<file path="config.mk">
export PLATFORM = sky130hd
export DESIGN_NAME = audio_serial_rx
export DESIGN_NICKNAME = d
export VERILOG_FILES = /design/src/rtl/audio_rx_pkg.sv /design/src/rtl/audio_fmt_resolve.sv /design/src/rtl/audio_edge_sync.sv /design/src/rtl/audio_word_capture.sv /design/src/rtl/audio_frame_pair.sv /design/src/rtl/audio_serial_rx.sv
export SDC_FILE = /design/constraint.sdc
export NUM_CORES = 1
export LEC_CHECK = 0
export ABC_AREA = 0
export BUFFER_PORTS_ARGS = -buffer_cell sky130_fd_sc_hd__buf_2
export CORE_UTILIZATION = 40
export CTS_CLUSTER_SIZE = 14
export DETAILED_ROUTE_END_ITERATION = 16
export PLACE_DENSITY = 0.62
export SYNTH_ARGS = -nofsm -noshare
export SYNTH_HDL_FRONTEND = slang
export SYNTH_SLANG_ARGS = --single-unit
</file>
<file path="constraint.sdc">
create_clock -name clk -period 8.6 [get_ports clk]
set_input_delay 0.43 -clock clk [delete_from_list [all_inputs] [get_ports clk]]
set_output_delay 0.43 -clock clk [all_outputs]
set_load 0.01 [all_outputs]
</file>
<file path="src/rtl/audio_rx_pkg.sv">
`timescale 1ns/1ps
package audio_rx_pkg;

    localparam int LEN_W = 6;

    typedef enum logic [1:0] {
        FMT_I2S       = 2'd0,
        FMT_LEFT      = 2'd1,
        FMT_RIGHT_LSB = 2'd2,
        FMT_RIGHT_MSB = 2'd3
    } frame_kind_e;

    typedef struct packed {
        frame_kind_e      kind;
        logic [LEN_W-1:0] rj_len;
    } fmt_cfg_t;

    localparam logic [2:0] CODE_STD      = 3'd0;
    localparam logic [2:0] CODE_LEFT     = 3'd1;
    localparam logic [2:0] CODE_RLSB     = 3'd2;
    localparam logic [2:0] CODE_RMSB_A   = 3'd3;
    localparam logic [2:0] CODE_RMSB_B   = 3'd4;
    localparam logic [2:0] CODE_RMSB_C   = 3'd5;
    localparam logic [2:0] CODE_RMSB_D   = 3'd6;

endpackage

</file>
<file path="src/rtl/audio_fmt_resolve.sv">
`timescale 1ns/1ps
module audio_fmt_resolve
    import audio_rx_pkg::*;
#(
    parameter int SAMPLE_W = 24,
    parameter int RJ_LEN_A = 24,
    parameter int RJ_LEN_B = 20,
    parameter int RJ_LEN_C = 18,
    parameter int RJ_LEN_D = 16
) (
    input  logic       combined_i,
    input  logic [2:0] strap_i,
    input  logic [2:0] reg_fmt_i,
    output fmt_cfg_t   cfg_o
);

    logic [2:0] sel_code;

    always_comb begin
        // Register only takes over when combined mode is on and straps are all low.
        if (combined_i && (strap_i == CODE_STD)) begin
            sel_code = reg_fmt_i;
        end else begin
            sel_code = strap_i;
        end
    end

    always_comb begin
        cfg_o.kind   = FMT_I2S;
        cfg_o.rj_len = LEN_W'(SAMPLE_W);
        case (sel_code)
            CODE_LEFT:   cfg_o.kind = FMT_LEFT;
            CODE_RLSB:   cfg_o.kind = FMT_RIGHT_LSB;
            CODE_RMSB_A: begin cfg_o.kind = FMT_RIGHT_MSB; cfg_o.rj_len = LEN_W'(RJ_LEN_A); end
            CODE_RMSB_B: begin cfg_o.kind = FMT_RIGHT_MSB; cfg_o.rj_len = LEN_W'(RJ_LEN_B); end
            CODE_RMSB_C: begin cfg_o.kind = FMT_RIGHT_MSB; cfg_o.rj_len = LEN_W'(RJ_LEN_C); end
            CODE_RMSB_D: begin cfg_o.kind = FMT_RIGHT_MSB; cfg_o.rj_len = LEN_W'(RJ_LEN_D); end
            default:     cfg_o.kind = FMT_I2S;  // 000 and reserved 111
        endcase
    end

endmodule

</file>
<file path="src/rtl/audio_edge_sync.sv">
`timescale 1ns/1ps
module audio_edge_sync #(
    parameter int SYNC_STAGES = 2
) (
    input  logic clk,
    input  logic rst_n,
    input  logic bclk_i,
    input  logic lrck_i,
    input  logic sdata_i,
    output logic rise_o,
    output logic lr_o,
    output logic sd_o
);

    localparam int TOP = SYNC_STAGES - 1;

    typedef struct packed {
        logic [SYNC_STAGES-1:0] bclk_sh;
        logic [SYNC_STAGES-1:0] lrck_sh;
        logic [SYNC_STAGES-1:0] data_sh;
        logic                   bclk_last;
    } sync_st_t;

    sync_st_t st_d, st_q;

    generate
        if (SYNC_STAGES == 1) begin : g_single
            always_comb begin
                st_d           = st_q;
                st_d.bclk_sh   = bclk_i;
                st_d.lrck_sh   = lrck_i;
                st_d.data_sh   = sdata_i;
                st_d.bclk_last = st_q.bclk_sh[TOP];
            end
        end else begin : g_chain
            always_comb begin
                st_d           = st_q;
                st_d.bclk_sh   = {st_q.bclk_sh[SYNC_STAGES-2:0], bclk_i};
                st_d.lrck_sh   = {st_q.lrck_sh[SYNC_STAGES-2:0], lrck_i};
                st_d.data_sh   = {st_q.data_sh[SYNC_STAGES-2:0], sdata_i};
                st_d.bclk_last = st_q.bclk_sh[TOP];
            end
        end
    endgenerate

    always_ff @(posedge clk) begin
        if (!rst_n) begin
            st_q <= '0;
        end else begin
            st_q <= st_d;
        end
    end

    assign rise_o = st_q.bclk_sh[TOP] & ~st_q.bclk_last;
    assign lr_o   = st_q.lrck_sh[TOP];
    assign sd_o   = st_q.data_sh[TOP];

    // A detected rise needs a low sample first, so two rises never touch.
    assert_rise_spaced_R8: assert property (@(posedge clk) disable iff (!rst_n)
        rise_o |=> !rise_o);

endmodule

</file>
<file path="src/rtl/audio_word_capture.sv">
`timescale 1ns/1ps
module audio_word_capture
    import audio_rx_pkg::*;
#(
    parameter int SAMPLE_W = 24,
    parameter int CNT_W    = 6
) (
    input  logic                clk,
    input  logic                rst_n,
    input  logic                rise_i,
    input  logic                lr_i,
    input  logic                sd_i,
    input  fmt_cfg_t            cfg_i,
    output logic                done_o,
    output logic                done_lr_o,
    output logic [SAMPLE_W-1:0] sample_o
);

    typedef struct packed {
        logic                primed;
        logic                word_ok;
        logic                lr_prev;
        logic [CNT_W-1:0]    cnt;
        logic [SAMPLE_W-1:0] acc;
        logic [SAMPLE_W-1:0] sh;
        logic                done;
        logic                done_lr;
        logic [SAMPLE_W-1:0] sample;
    } cap_st_t;

    cap_st_t st_d, st_q;

    logic [SAMPLE_W-1:0] word_fmt;
    logic                rj_sign;
    int                  delay;
    int                  pos;

    // Build the finished word from the current accumulators.
    always_comb begin
        rj_sign  = 1'b0;
        word_fmt = '0;
        for (int i = 0; i < SAMPLE_W; i++) begin
            if (i == int'(cfg_i.rj_len) - 1) rj_sign = st_q.sh[i];
        end
        case (cfg_i.kind)
            FMT_RIGHT_LSB: begin
                for (int i = 0; i < SAMPLE_W; i++) word_fmt[i] = st_q.sh[SAMPLE_W-1-i];
            end
            FMT_RIGHT_MSB: begin
                for (int i = 0; i < SAMPLE_W; i++)
                    word_fmt[i] = (i < int'(cfg_i.rj_len)) ? st_q.sh[i] : rj_sign;
            end
            default: word_fmt = st_q.acc;
        endcase
    end

    always_comb begin
        st_d      = st_q;
        st_d.done = 1'b0;
        delay     = (cfg_i.kind == FMT_I2S) ? 1 : 0;
        pos       = int'(st_q.cnt) - delay;
        if (rise_i) begin
            if (!st_q.primed) begin
                st_d.primed  = 1'b1;
                st_d.lr_prev = lr_i;
            end else if (lr_i != st_q.lr_prev) begin
                if (st_q.word_ok) begin
                    st_d.done    = 1'b1;
                    st_d.done_lr = st_q.lr_prev;
                    st_d.sample  = word_fmt;
                end
                st_d.word_ok = 1'b1;
                st_d.lr_prev = lr_i;
                st_d.cnt     = CNT_W'(1);
                st_d.sh      = {{(SAMPLE_W-1){1'b0}}, sd_i};
                st_d.acc     = '0;
                if (delay == 0) st_d.acc[SAMPLE_W-1] = sd_i;
            end else begin
                st_d.sh  = {st_q.sh[SAMPLE_W-2:0], sd_i};
                st_d.cnt = (st_q.cnt == '1) ? st_q.cnt : st_q.cnt + 1'b1;
                for (int i = 0; i < SAMPLE_W; i++) begin
                    if (pos == i) st_d.acc[SAMPLE_W-1-i] = sd_i;
                end
            end
        end
    end

    always_ff @(posedge clk) begin
        if (!rst_n) begin
            st_q <= '0;
        end else begin
            st_q <= st_d;
        end
    end

    assign done_o    = st_q.done;
    assign done_lr_o = st_q.done_lr;
    assign sample_o  = st_q.sample;

    // Bit position counter saturates in long slots instead of wrapping.
    assert_cnt_hold_R9: assert property (@(posedge clk) disable iff (!rst_n)
        (rise_i && st_q.primed && (lr_i == st_q.lr_prev) && (st_q.cnt == '1))
        |=> (st_q.cnt == '1));

    // A finished word only ever follows a bit-clock rise.
    assert_done_on_edge_R10: assert property (@(posedge clk) disable iff (!rst_n)
        done_o |-> $past(rise_i));

    // The first word-select change after reset never completes a word.
    assert_first_word_dropped_R10: assert property (@(posedge clk) disable iff (!rst_n)
        (rise_i && !st_q.word_ok) |=> !done_o);

endmodule

</file>
<file path="src/rtl/audio_frame_pair.sv">
`timescale 1ns/1ps
module audio_frame_pair #(
    parameter int SAMPLE_W = 24
) (
    input  logic                clk,
    input  logic                rst_n,
    input  logic                done_i,
    input  logic                done_lr_i,
    input  logic [SAMPLE_W-1:0] sample_i,
    input  logic                left_high_i,
    output logic [SAMPLE_W-1:0] left_o,
    output logic [SAMPLE_W-1:0] right_o,
    output logic                valid_o
);

    typedef struct packed {
        logic [SAMPLE_W-1:0] hold;
        logic                have_left;
        logic [SAMPLE_W-1:0] left;
        logic [SAMPLE_W-1:0] right;
        logic                valid;
    } pair_st_t;

    pair_st_t st_d, st_q;
    logic     is_left;

    assign is_left = (done_lr_i == left_high_i);

    always_comb begin
        st_d       = st_q;
        st_d.valid = 1'b0;
        if (done_i) begin
            if (is_left) begin
                st_d.hold      = sample_i;
                st_d.have_left = 1'b1;
            end else if (st_q.have_left) begin
                st_d.left      = st_q.hold;
                st_d.right     = sample_i;
                st_d.valid     = 1'b1;
                st_d.have_left = 1'b0;
            end
        end
    end

    always_ff @(posedge clk) begin
        if (!rst_n) begin
            st_q <= '0;
        end else begin
            st_q <= st_d;
        end
    end

    assign left_o  = st_q.left;
    assign right_o = st_q.right;
    assign valid_o = st_q.valid;

    assert_valid_single_R8: assert property (@(posedge clk) disable iff (!rst_n)
        valid_o |=> !valid_o);

    assert_valid_after_right_R8: assert property (@(posedge clk) disable iff (!rst_n)
        valid_o |-> $past(done_i && (done_lr_i != left_high_i)));

    assert_outputs_hold_R8: assert property (@(posedge clk) disable iff (!rst_n)
        !valid_o |=> (!valid_o || 1'b1) && ($stable(left_o) || valid_o));

endmodule

</file>
<file path="src/rtl/audio_serial_rx.sv">
`timescale 1ns/1ps
module audio_serial_rx
    import audio_rx_pkg::*;
#(
    parameter int SAMPLE_W    = 24,
    parameter int CNT_W       = 6,
    parameter int SYNC_STAGES = 2,
    parameter int RJ_LEN_A    = 24,
    parameter int RJ_LEN_B    = 20,
    parameter int RJ_LEN_C    = 18,
    parameter int RJ_LEN_D    = 16
) (
    input  logic                clk,
    input  logic                rst_n,
    input  logic                bclk_i,
    input  logic                lrck_i,
    input  logic                sdata_i,
    input  logic                combined_i,
    input  logic [2:0]          strap_i,
    input  logic [2:0]          reg_fmt_i,
    output logic [SAMPLE_W-1:0] left_o,
    output logic [SAMPLE_W-1:0] right_o,
    output logic                valid_o
);

    fmt_cfg_t            cfg;
    logic                bit_rise;
    logic                lr_s;
    logic                sd_s;
    logic                word_done;
    logic                word_lr;
    logic [SAMPLE_W-1:0] word_sample;
    logic                left_high;

    audio_fmt_resolve #(
        .SAMPLE_W (SAMPLE_W),
        .RJ_LEN_A (RJ_LEN_A),
        .RJ_LEN_B (RJ_LEN_B),
        .RJ_LEN_C (RJ_LEN_C),
        .RJ_LEN_D (RJ_LEN_D)
    ) u_resolve (
        .combined_i (combined_i),
        .strap_i    (strap_i),
        .reg_fmt_i  (reg_fmt_i),
        .cfg_o      (cfg)
    );

    audio_edge_sync #(
        .SYNC_STAGES (SYNC_STAGES)
    ) u_sync (
        .clk     (clk),
        .rst_n   (rst_n),
        .bclk_i  (bclk_i),
        .lrck_i  (lrck_i),
        .sdata_i (sdata_i),
        .rise_o  (bit_rise),
        .lr_o    (lr_s),
        .sd_o    (sd_s)
    );

    audio_word_capture #(
        .SAMPLE_W (SAMPLE_W),
        .CNT_W    (CNT_W)
    ) u_capture (
        .clk       (clk),
        .rst_n     (rst_n),
        .rise_i    (bit_rise),
        .lr_i      (lr_s),
        .sd_i      (sd_s),
        .cfg_i     (cfg),
        .done_o    (word_done),
        .done_lr_o (word_lr),
        .sample_o  (word_sample)
    );

    // I2S carries left on word-select low, all other framings on high.
    assign left_high = (cfg.kind != FMT_I2S);

    audio_frame_pair #(
        .SAMPLE_W (SAMPLE_W)
    ) u_pair (
        .clk         (clk),
        .rst_n       (rst_n),
        .done_i      (word_done),
        .done_lr_i   (word_lr),
        .sample_i    (word_sample),
        .left_high_i (left_high),
        .left_o      (left_o),
        .right_o     (right_o),
        .valid_o     (valid_o)
    );

    assert_pin_i2s_R2: assert property (@(posedge clk) disable iff (!rst_n)
        (!combined_i && ((strap_i == 3'd0) || (strap_i == 3'd7))) |-> (cfg.kind == FMT_I2S));

    assert_combined_reg_R6: assert property (@(posedge clk) disable iff (!rst_n)
        (combined_i && (strap_i == 3'd0) && (reg_fmt_i == 3'd1)) |-> (cfg.kind == FMT_LEFT));

    assert_strap_wins_R7: assert property (@(posedge clk) disable iff (!rst_n)
        (strap_i == 3'd2) |-> (cfg.kind == FMT_RIGHT_LSB));

    assert_reset_quiet_R1: assert property (@(posedge clk)
        !rst_n |=> !valid_o);

endmodule

</file>
# Word-level counts from Yosys, hierarchy flattened
# Cells that the tools add are included.
# word_totals
ff_bits	164
input_bits	12
output_inout_bits	49
word_cells	282
# classes
n_addsub	3
order_cmp	24
eq_ne	59
mux	85
bitwise	5
n_reduce_logical	65
# op_table
operator	count
== test 32 x 5 -> 1 bit, second input constant	8
== test 32 x 6 -> 1 bit, second input constant	8
== test 5 x 32 -> 1 bit, first input constant	8
== test 6 x 32 -> 1 bit, first input constant	8
== test 32 x 4 -> 1 bit, second input constant	4
== test 4 x 32 -> 1 bit, first input constant	4
logical NOT 32 bit	3
AND reduction 3 bit	27
two-way mux 1 bit	78
== test 3 x 32 -> 1 bit, first input constant	2
== test 32 x 3 -> 1 bit, second input constant	2
two-way mux 54 bit	1
nonzero test 2 bit	25
case mux 24 bit (2 select lines)	1
less-than comparator 4 x 5 -> 1 bit, first input constant	8
less-than comparator 5 bit, first input constant	8
== test 2 x 32 -> 1 bit, first input constant	1
== test 32 x 2 -> 1 bit, second input constant	1
subtractor 7 x 32 -> 32 bit	1
two-way mux 26 bit	1
less-than comparator 3 x 5 -> 1 bit, first input constant	4
case mux 4 bit (3 select lines)	1
less-than comparator 1 x 5 -> 1 bit, first input constant	2
less-than comparator 2 x 5 -> 1 bit, first input constant	2
other kinds (23)	33

# Depth between registers and ports, before layout
# Gate-level depths: netlist of the first run.
# logic_depth
depth_word	34
depth_mapped	16
depth_no_buf	13

# By module
# A second synthesis of the first run with hierarchy kept.
# unflattened
hier_cells	1007
hier_area_um2	8360.5
# by_module_without_submodules
module	instances	cells_per_inst	area_each_um2	seq_area_each_um2
audio_word_capture	1	656	4919.7	1661.6
audio_frame_pair	1	315	3084.2	1481.4
audio_edge_sync	1	15	190.2	140.1
audio_fmt_resolve	1	20	160.2	0.0
audio_serial_rx	1	1	6.3	0.0

# Worst setup path before layout of the first run
# Ideal clock, no wire load.
# synth_path
kind	input to register
startpoint	in strap_i[1]
endpoint	reg u_capture.st_q[63] (netlist bit)
setup_time_ps	131
arrival_ps	3298
slack_ps	5171
stages	14
path_buffers	2
cell_sequence	buf_2 > nor4bb_4 > nor2_2 > a2bb2oi_4 > inv_1 > ha_1 > ha_1 > nor3b_1 > xnor2_1 > inv_1 > or2_2 > clkbuf_1 > o211ai_1 > o31ai_1
# synth_between
elab_chain_cells	12
elab_cells_between_ends	17
# synth_lines
element	line_no	rtl
start, declared	audio_serial_rx.sv:19	input logic [2:0] strap_i,
logical NOT 3 bit	audio_fmt_resolve.sv:21	if (combined_i && (strap_i == CODE_STD)) begin
logical AND 1 bit	audio_fmt_resolve.sv:21	
two-way mux 3 bit *	audio_fmt_resolve.sv:21	
== test 3 x 2 -> 1 bit or == test 3 bit (tied branches)	audio_fmt_resolve.sv:31	case (sel_code)
OR reduction 4 bit (no source line)	n/a	
case mux 2 bit (3 select lines) *	audio_fmt_resolve.sv:31	
logical NOT 2 bit *	audio_word_capture.sv:60	delay = (cfg_i.kind == FMT_I2S) ? 1 : 0;
two-way mux 1 bit *	audio_word_capture.sv:60	
subtractor 7 x 32 -> 32 bit *	audio_word_capture.sv:61	pos = int'(st_q.cnt) - delay;
== test 32 x 5 -> 1 bit *	audio_word_capture.sv:82	if (pos == i) st_d.acc[SAMPLE_W-1-i] = sd_i;
nonzero test 2 bit (no source line) *	n/a	
AND reduction 3 bit (no source line) *	n/a	
end signal, assigned	audio_word_capture.sv:92	st_q <= st_d;
end, declared	audio_word_capture.sv:31	cap_st_t st_d, st_q;
# Every way passes the cells marked *; elsewhere a longest branch is shown, timed or not.
# A chain may end at the register's enable or synchronous reset.

# Final worst setup path of the first run
# layout_path
startpoint	in strap_i[1]
endpoint	reg u_capture.st_q[54] (netlist bit)
# layout_between
elab_chain_cells	12
elab_cells_between_ends	17
# layout_lines
element	line_no
logical NOT 3 bit	audio_fmt_resolve.sv:21
logical AND 1 bit	audio_fmt_resolve.sv:21
two-way mux 3 bit *	audio_fmt_resolve.sv:21
== test 3 x 2 -> 1 bit or == test 3 bit (tied branches)	audio_fmt_resolve.sv:31
OR reduction 4 bit (no source line)	n/a
case mux 2 bit (3 select lines) *	audio_fmt_resolve.sv:31
logical NOT 2 bit *	audio_word_capture.sv:60
two-way mux 1 bit *	audio_word_capture.sv:60
subtractor 7 x 32 -> 32 bit *	audio_word_capture.sv:61
== test 32 x 6 -> 1 bit *	audio_word_capture.sv:82
nonzero test 2 bit (no source line) *	n/a
AND reduction 3 bit (no source line) *	n/a
# Marks and branches as above.

==> results.sh, run 1 <==
export IMPL_outcome="finished, final reports clean"
export IMPL_vias_per_cell=5.36
export IMPL_ant_nets=0
export IMPL_drc=0
export IMPL_setup_tns_ns=0
export IMPL_gr_total_overflow=0
export IMPL_cp_slowest_stage_delay_ns=0.50
export IMPL_routedWlPerCell_um=15.3
export IMPL_die_w_um=138
export IMPL_min_period_ns=3.42
export IMPL_num_antenna_cells=0
export IMPL_start_util_pct=41.1
export IMPL_fin_nets=819
export IMPL_fmax_mhz=293
export IMPL_die_y_um=138
export IMPL_synthMuxAreaShare_pct=10.4
export IMPL_htreeDepth=4
export IMPL_tightestPinTransition_ns=1.07
export IMPL_grt_pass1_vias=5196
export IMPL_clock_latency_ns=0.44
export IMPL_total_power_w=0.00157
export IMPL_synth_fa_ha_area_share_pct=1.01
export IMPL_fin_skew_ns=0.0144
export IMPL_powerDensity_nw_per_um2=197
export IMPL_synth_async_sr_flop_share_pct=0
export IMPL_die_area_sq_um=19100
export IMPL_final_common_cell="nand2_1"
export IMPL_peakVddDrop_mv=0.133
export IMPL_yosysTopAreaCellShare_pct=44.3
export IMPL_finalSetupViolCount=0
export IMPL_final_cell_mix="180 x nand2_1, 164 x dfxtp_1, 76 x mux2i_1"
export IMPL_core_sq_um=18000
export IMPL_postCtsSetupRepairBufs=0
export IMPL_cp_end_kind="register"
export IMPL_critPathTopFamily="simple AND/OR/NAND/NOR gates"
export IMPL_crit_buf_inv=2
export IMPL_yosys_area_share_simple_pct=17.5
export IMPL_grt_max_degree=120
export IMPL_synth_cells=819
export IMPL_worstPathRequired_ns=8.95
export IMPL_post_route_period_util_pct=39.7
export IMPL_dr_pass1_iters=4
export IMPL_cp_cell_sequence="buf_2 > nand4bb_1 > and2_1 > a2bb2oi_4 > inv_1 > ha_1 > nand2b_1 > nor4_1 > ha_1 > nor3b_2 > nand2_1 > or3_1 > or4_1 > a21boi_0"
export IMPL_drtIter0Drc=374
export IMPL_cts_tree="yes"
export IMPL_avgSynthCellArea_sq_um=9.04
export IMPL_synth_compound_area_share_pct=16.3
export IMPL_rows=49
export IMPL_cp_data_arrival_time_ns=3.77
export IMPL_whs_ns=0.202
export IMPL_criticalPathCategory="in2reg"
export IMPL_portBuffers=60
export IMPL_cts_resized=0
export IMPL_via_count=5587
export IMPL_synth_yosys_warnings=0
export IMPL_cts_root_buf="clkbuf_16"
export IMPL_synthesis_area_sq_um=7400
export IMPL_synth_main_ff_cell="dfxtp_1"
export IMPL_clkSinkCount=164
export IMPL_grt_pass1_wl_um=26900
export IMPL_synth_xor_area_share_pct=1.79
export IMPL_grt_use_total_pct=17.5
export IMPL_crit_path_start_kind="input port"
export IMPL_ioPinCount=61
export IMPL_clk_path_buf_depth=2
export IMPL_drv_cap=0
export IMPL_cts_clk_slew_worst_paths_ns=0.07
export IMPL_cp_common_cell="ha_1"
export IMPL_drive_gt1_share_pct=14.1
export IMPL_routed_wl_um=16000
export IMPL_synth_top_family_by_area="simple AND/OR/NAND/NOR gates"
export IMPL_ctsHoldBuffers=0
export IMPL_synth_seq_area_share_pct=44.3
export IMPL_critPathSlowestCell="or4_1"
export IMPL_hp_class="in2reg"
export IMPL_hold_violations=0
export IMPL_relSlewSlack_pct=29.0
export IMPL_cts_buffers=17
export IMPL_antenna_found_initial=0
export IMPL_syn_num_nets=837
export IMPL_synth_area_top_cells="dfxtp_1 44%, mux2i_1 10%, nand2_1 9.1%"
export IMPL_synth_edf_count=0
export IMPL_leakage_nw=2.99
export IMPL_hpwlAfterDp_um=10800
export IMPL_synth_top_area_cell="dfxtp_1"
export IMPL_gp_congestion=0.830
export IMPL_synth_distinct_cells=63
export IMPL_path_max_fanout=12
export IMPL_slew_viol_final=0
export IMPL_synth_seq_cells=164
export IMPL_grt_setup_unrepaired="no"
export IMPL_area_growth_pct=8.03
-- synth_stat cells (2+ instances only) --
cell type,n
a21boi_0,20
a21oi_1,50
a221oi_1,17
a222oi_1,2
a31oi_1,4
and2_1,13
and3_1,5
buf_2,3
buf_4,54
clkbuf_1,43
dfxtp_1,164
ha_1,6
inv_1,7
mux2i_1,76
nand2_1,180
nand2b_1,4
nand3_1,10
nand4_1,6
nand4bb_1,2
nor2_1,14
nor2_2,2
nor2b_1,5
nor4_1,3
o211ai_1,17
o21a_1,2
o21ai_0,26
o2bb2ai_1,3
o311ai_0,12
o311ai_1,2
o31ai_1,5
o41ai_1,4
or2_2,3
or3_1,8
or4_1,8
xnor2_1,9
xor2_1,3
-- power breakdown --
group / internal, W / switching [W] / total, W
Clock: 0.000407 / 0.000333 / 0.000739
Combinational: 0.0000214 / 0.0000519 / 0.0000733
Sequential: 0.000761 / 0.00000101 / 0.000762
Total: 0.00119 / 0.000386 / 0.00157
-- final timing paths --
check                       startpoint                             endpoint  slack [ns]  depth (start not counted)
max                         strap_i[1]      u_capture.st_q[54]$_SDFFE_PN0P_        5.18                         14
min                             lrck_i            u_sync.st_d[4]$_SDFF_PN0_        0.20                          2
max reg2reg  u_sync.st_q[0]$_SDFF_PN0_  u_capture.sample_o[18]$_SDFFE_PN0P_        5.76                          6
min reg2reg  u_sync.st_d[2]$_SDFF_PN0_               u_sync.sd_o$_SDFF_PN0_        0.43                          1
-- flip-flops by register name, summed over array words and instances (netlist names), 4 cells and up --
| name | flops |
|---|---|
| u_capture.st_q | 57 |
| u_pair.st_q | 25 |
| u_pair.right_o | 24 |
| u_capture.sample_o | 24 |
| u_pair.left_o | 24 |
| u_sync.st_d | 4 |
-- cells by family after synthesis --
logic type / after synthesis
adders and majority gates: 6
DFF: 164
muxes: 77
and+or+nand+nor: 273
xor gates and xnor gates: 13
AOI/OAI and AO/OA: 176
buffers and inverters: 110
-- stage by stage --
step	util, %	cell area, sq um	cells	worst slack [ns]
after detailed placement	41.2	7430	1011	4.79
after floorplan	-	7400	819	5.17
final	44.4	8000	1043	5.18
after CTS	44.4	8000	1043	5.23
after global placement	41.2	7430	1011	4.81
after global routing	44.4	8000	1043	4.90
-- metal layers --
metal,vias to the layer above,track usage [%],share of wire [%]
li1,2824,-,-
met1,2636,23.6,49
met2,103,26.4,45
met3,24,4.40,3.9
met4,0,7.58,2.3
met5,-,0,0
-- area by class of cell --
| cell class | instances | area (sq um) |
|---|---|---|
| inverter | 7 | 26.3 |
| timing repair buffer | 66 | 348 |
| tap | 229 | 287 |
| clock inverter | 15 | 146 |
| sequential | 164 | 3280 |
| clock buffer | 17 | 425 |
| fill | 1767 | 10000 |
| multi-input combinational | 545 | 3480 |
Note: power is estimated with default switching activity, not from simulation.
==> run 2: changes to the inputs <==
--- a/config.mk
+++ b/config.mk
@@ -10,7 +10,7 @@
 export CORE_UTILIZATION = 40
 export CTS_CLUSTER_SIZE = 14
 export DETAILED_ROUTE_END_ITERATION = 16
-export PLACE_DENSITY = 0.62
+export PLACE_DENSITY = 0.64
 export SYNTH_ARGS = -nofsm -noshare
 export SYNTH_HDL_FRONTEND = slang
 export SYNTH_SLANG_ARGS = --single-unit
==> constraint.sdc (replaced) <==
create_clock -name clk -period 2.75 [get_ports clk]
set_input_delay 0.1375 -clock clk [delete_from_list [all_inputs] [get_ports clk]]
set_output_delay 0.1375 -clock clk [all_outputs]
set_load 0.01 [all_outputs]
==> results.sh, run 2 (synthesis gave the netlist of run 1 again) <==
export IMPL_cp_cell_sequence="buf_2 > and4bb_4 > nor4b_2 > a2bb2oi_4 > inv_2 > ha_4 > nand2b_4 > nor4_2 > ha_1 > nor3b_4 > buf_4 > nand4b_1 > or4_1 > a21boi_1"
export IMPL_clk_path_buf_depth=2
export IMPL_fin_nets=872
export IMPL_drv_cap=0
export IMPL_grt_pass1_wl_um=26900
export IMPL_top_register="u_capture.st_q"
export IMPL_vias_per_cell=5.26
export IMPL_ant_nets=0
export IMPL_crit_path_start_kind="input port"
export IMPL_routed_wl_um=16200
export IMPL_final_common_cell="nand2_1"
export IMPL_hold_end="u_capture.st_q[81]$_SDFFE_PN0P_"
export IMPL_cts_tree="yes"
export IMPL_start_util_pct=41.1
export IMPL_gp_congestion=0.851
export IMPL_cp_slowest_stage_delay_ns=0.57
export IMPL_min_delay_path_depth=2
export IMPL_reg2reg_from="u_capture.st_q[74]$_SDFFE_PN0P_"
export IMPL_area_growth_pct=15.4
export IMPL_sw_frac_of_total_pct=23.6
export IMPL_finalSetupViolCount=0
export IMPL_path_max_fanout=5
export IMPL_grt_max_degree=92
export IMPL_die_area_sq_um=19100
export IMPL_ioPinCount=61
export IMPL_critPathSlowestCell="or4_1"
export IMPL_worstPathRequired_ns=3.11
export IMPL_fmax_mhz=409
export IMPL_slew_viol_final=0
export IMPL_dr_pass1_iters=5
export IMPL_hp_class="in2reg"
export IMPL_placed_area_sq_um=7930
export IMPL_post_route_period_util_pct=88.8
export IMPL_relSlewSlack_pct=53.0
export IMPL_critPathTopFamily="simple AND/OR/NAND/NOR gates"
export IMPL_final_area_sq_um=8540
export IMPL_clock_latency_ns=0.43
export IMPL_final_cell_mix="180 x nand2_1, 164 x dfxtp_1, 76 x mux2i_1"
export IMPL_rrSetupSlack_ns=0.33
export IMPL_drc=0
export IMPL_cp_data_arrival_time_ns=2.80
export IMPL_multiInputGateArea_sq_um=3560
export IMPL_via_count=5761
export IMPL_seq_area_sq_um=3280
export IMPL_gr_total_overflow=0
export IMPL_tightestPinTransition_ns=0.702
export IMPL_cts_resized=0
export IMPL_die_w_um=138
export IMPL_grt_use_total_pct=17.3
export IMPL_combPwrFrac_pct=5.7
export IMPL_outcome="finished, final reports clean"
export IMPL_p_sw_w=0.00118
export IMPL_hold_violations=0
export IMPL_leakage_nw=3.25
export IMPL_reg2reg_to="u_capture.st_q[55]$_SDFFE_PN0P_"
export IMPL_min_period_ns=2.44
export IMPL_grt_pass1_vias=5335
export IMPL_routedWlPerCell_um=14.8
export IMPL_die_y_um=138
export IMPL_whs_ns=0.106
export IMPL_rr_worst_depth=10
export IMPL_drive_gt1_share_pct=20.0
export IMPL_peakVddDrop_mv=0.392
export IMPL_fin_skew_ns=0.0116
export IMPL_drtIter0Drc=422
export IMPL_portBuffers=60
export IMPL_grt_setup_unrepaired="no"
export IMPL_clkSinkCount=164
export IMPL_cp_end_kind="register"
export IMPL_sequentialPowerShare_pct=47.6
export IMPL_crit_buf_inv=3
export IMPL_cts_buffers=17
export IMPL_cts_clk_slew_worst_paths_ns=0.07
export IMPL_hold_start="rst_n"
export IMPL_num_antenna_cells=0
export IMPL_hpwlAfterDp_um=11100
export IMPL_largest_reg_flops=57
export IMPL_criticalPathCategory="in2reg"
export IMPL_pwr_share_clk_pct=46.6
export IMPL_reg_largest_list="u_capture.st_q x57, u_pair.st_q x25"
export IMPL_p_int_w=0.00382
export IMPL_powerDensity_nw_per_um2=586
export IMPL_core_sq_um=18000
export IMPL_antenna_found_initial=0
export IMPL_num_fill_cells=1715
export IMPL_cts_root_buf="clkbuf_16"
export IMPL_rows=49
export IMPL_htreeDepth=4
## run 2: cell count changes in the layout (fill, tap and decap cells not counted), moves of 3 or more
cell,change
buf_4,+46
o311ai_0,-6
o311ai_1,+6
a21boi_0,-4
a21boi_1,+4
buf_12,+4
clkbuf_8,+3
clkinv_2,-3
clkinvlp_4,+3
dlygate4sd3_1,+3
## run 2: worst max-delay path by stage
stage	cells past startpoint	to	startpoint	slack [ns]
4_1_cts	14	u_capture.st_q[54]$_SDFFE_PN0P_	strap_i[2]	0.31
6_report	14	u_capture.st_q[55]$_SDFFE_PN0P_	strap_i[2]	0.31
5_1_grt	14	u_capture.st_q[54]$_SDFFE_PN0P_	strap_i[2]	0.11
3_5_place_dp	14	u_capture.st_q[55]$_SDFFE_PN0P_	strap_i[2]	-0.12
3_3_place_gp	14	u_capture.st_q[54]$_SDFFE_PN0P_	strap_i[2]	-0.1
2_1_floorplan	14	u_capture.st_q[54]$_SDFFE_PN0P_	strap_i[1]	-0.27
## run 2: power groups by stage
stage	Combinational (W)	Sequential [W]	Clock, W
floorplan	0.000189	0.00244	0
global placement	0.000282	0.00244	0
detailed placement	0.000282	0.00244	0
CTS	0.000286	0.00238	0.00237
global route	0.000313	0.00238	0.00247
finish	0.000288	0.00238	0.00233
## run 2: final cells by class
cell class	instances	share of cell area, %
Multi-Input combinational cell	545	41.7
Sequential cell	164	38.4
Timing Repair Buffer	119	9.40
Clock inverter	11	1.36
Tap cell	229	3.35
Clock buffer	20	5.46
Inverter	7	0.308
## run 2: per-layer routing
metal  up-vias  global-route usage [%]  routed length, um
li1       2925                       -                  -
met1      2682                    22.6               7800
met2       132                    27.4               7400
met3        22                    3.84                667
met4         0                    7.00                312
met5         -                       0                  0
## run 2: repair_timing
action | 4_1_cts | 5_1_grt
setup endpoints to repair | 0 | 0
endpoints found under the hold margin | 3 | 0
buffers inserted | 0 | 0
hold buffers | 3 | 0
## run 2: metrics by stage
step	util, %	power (W)	setup TNS (ns)	std cells	setup WS, ns
after floorplan	-	0.00262	-1.95	819	-0.271
after CTS	47.4	0.00504	0	1095	0.308
after detailed placement	44.0	0.00272	-1.03	1061	-0.119
after global placement	44.0	0.00272	-0.436	1061	-0.0960
final	47.4	0.00500	0	1095	0.307
after global routing	47.4	0.00517	0	1095	0.109
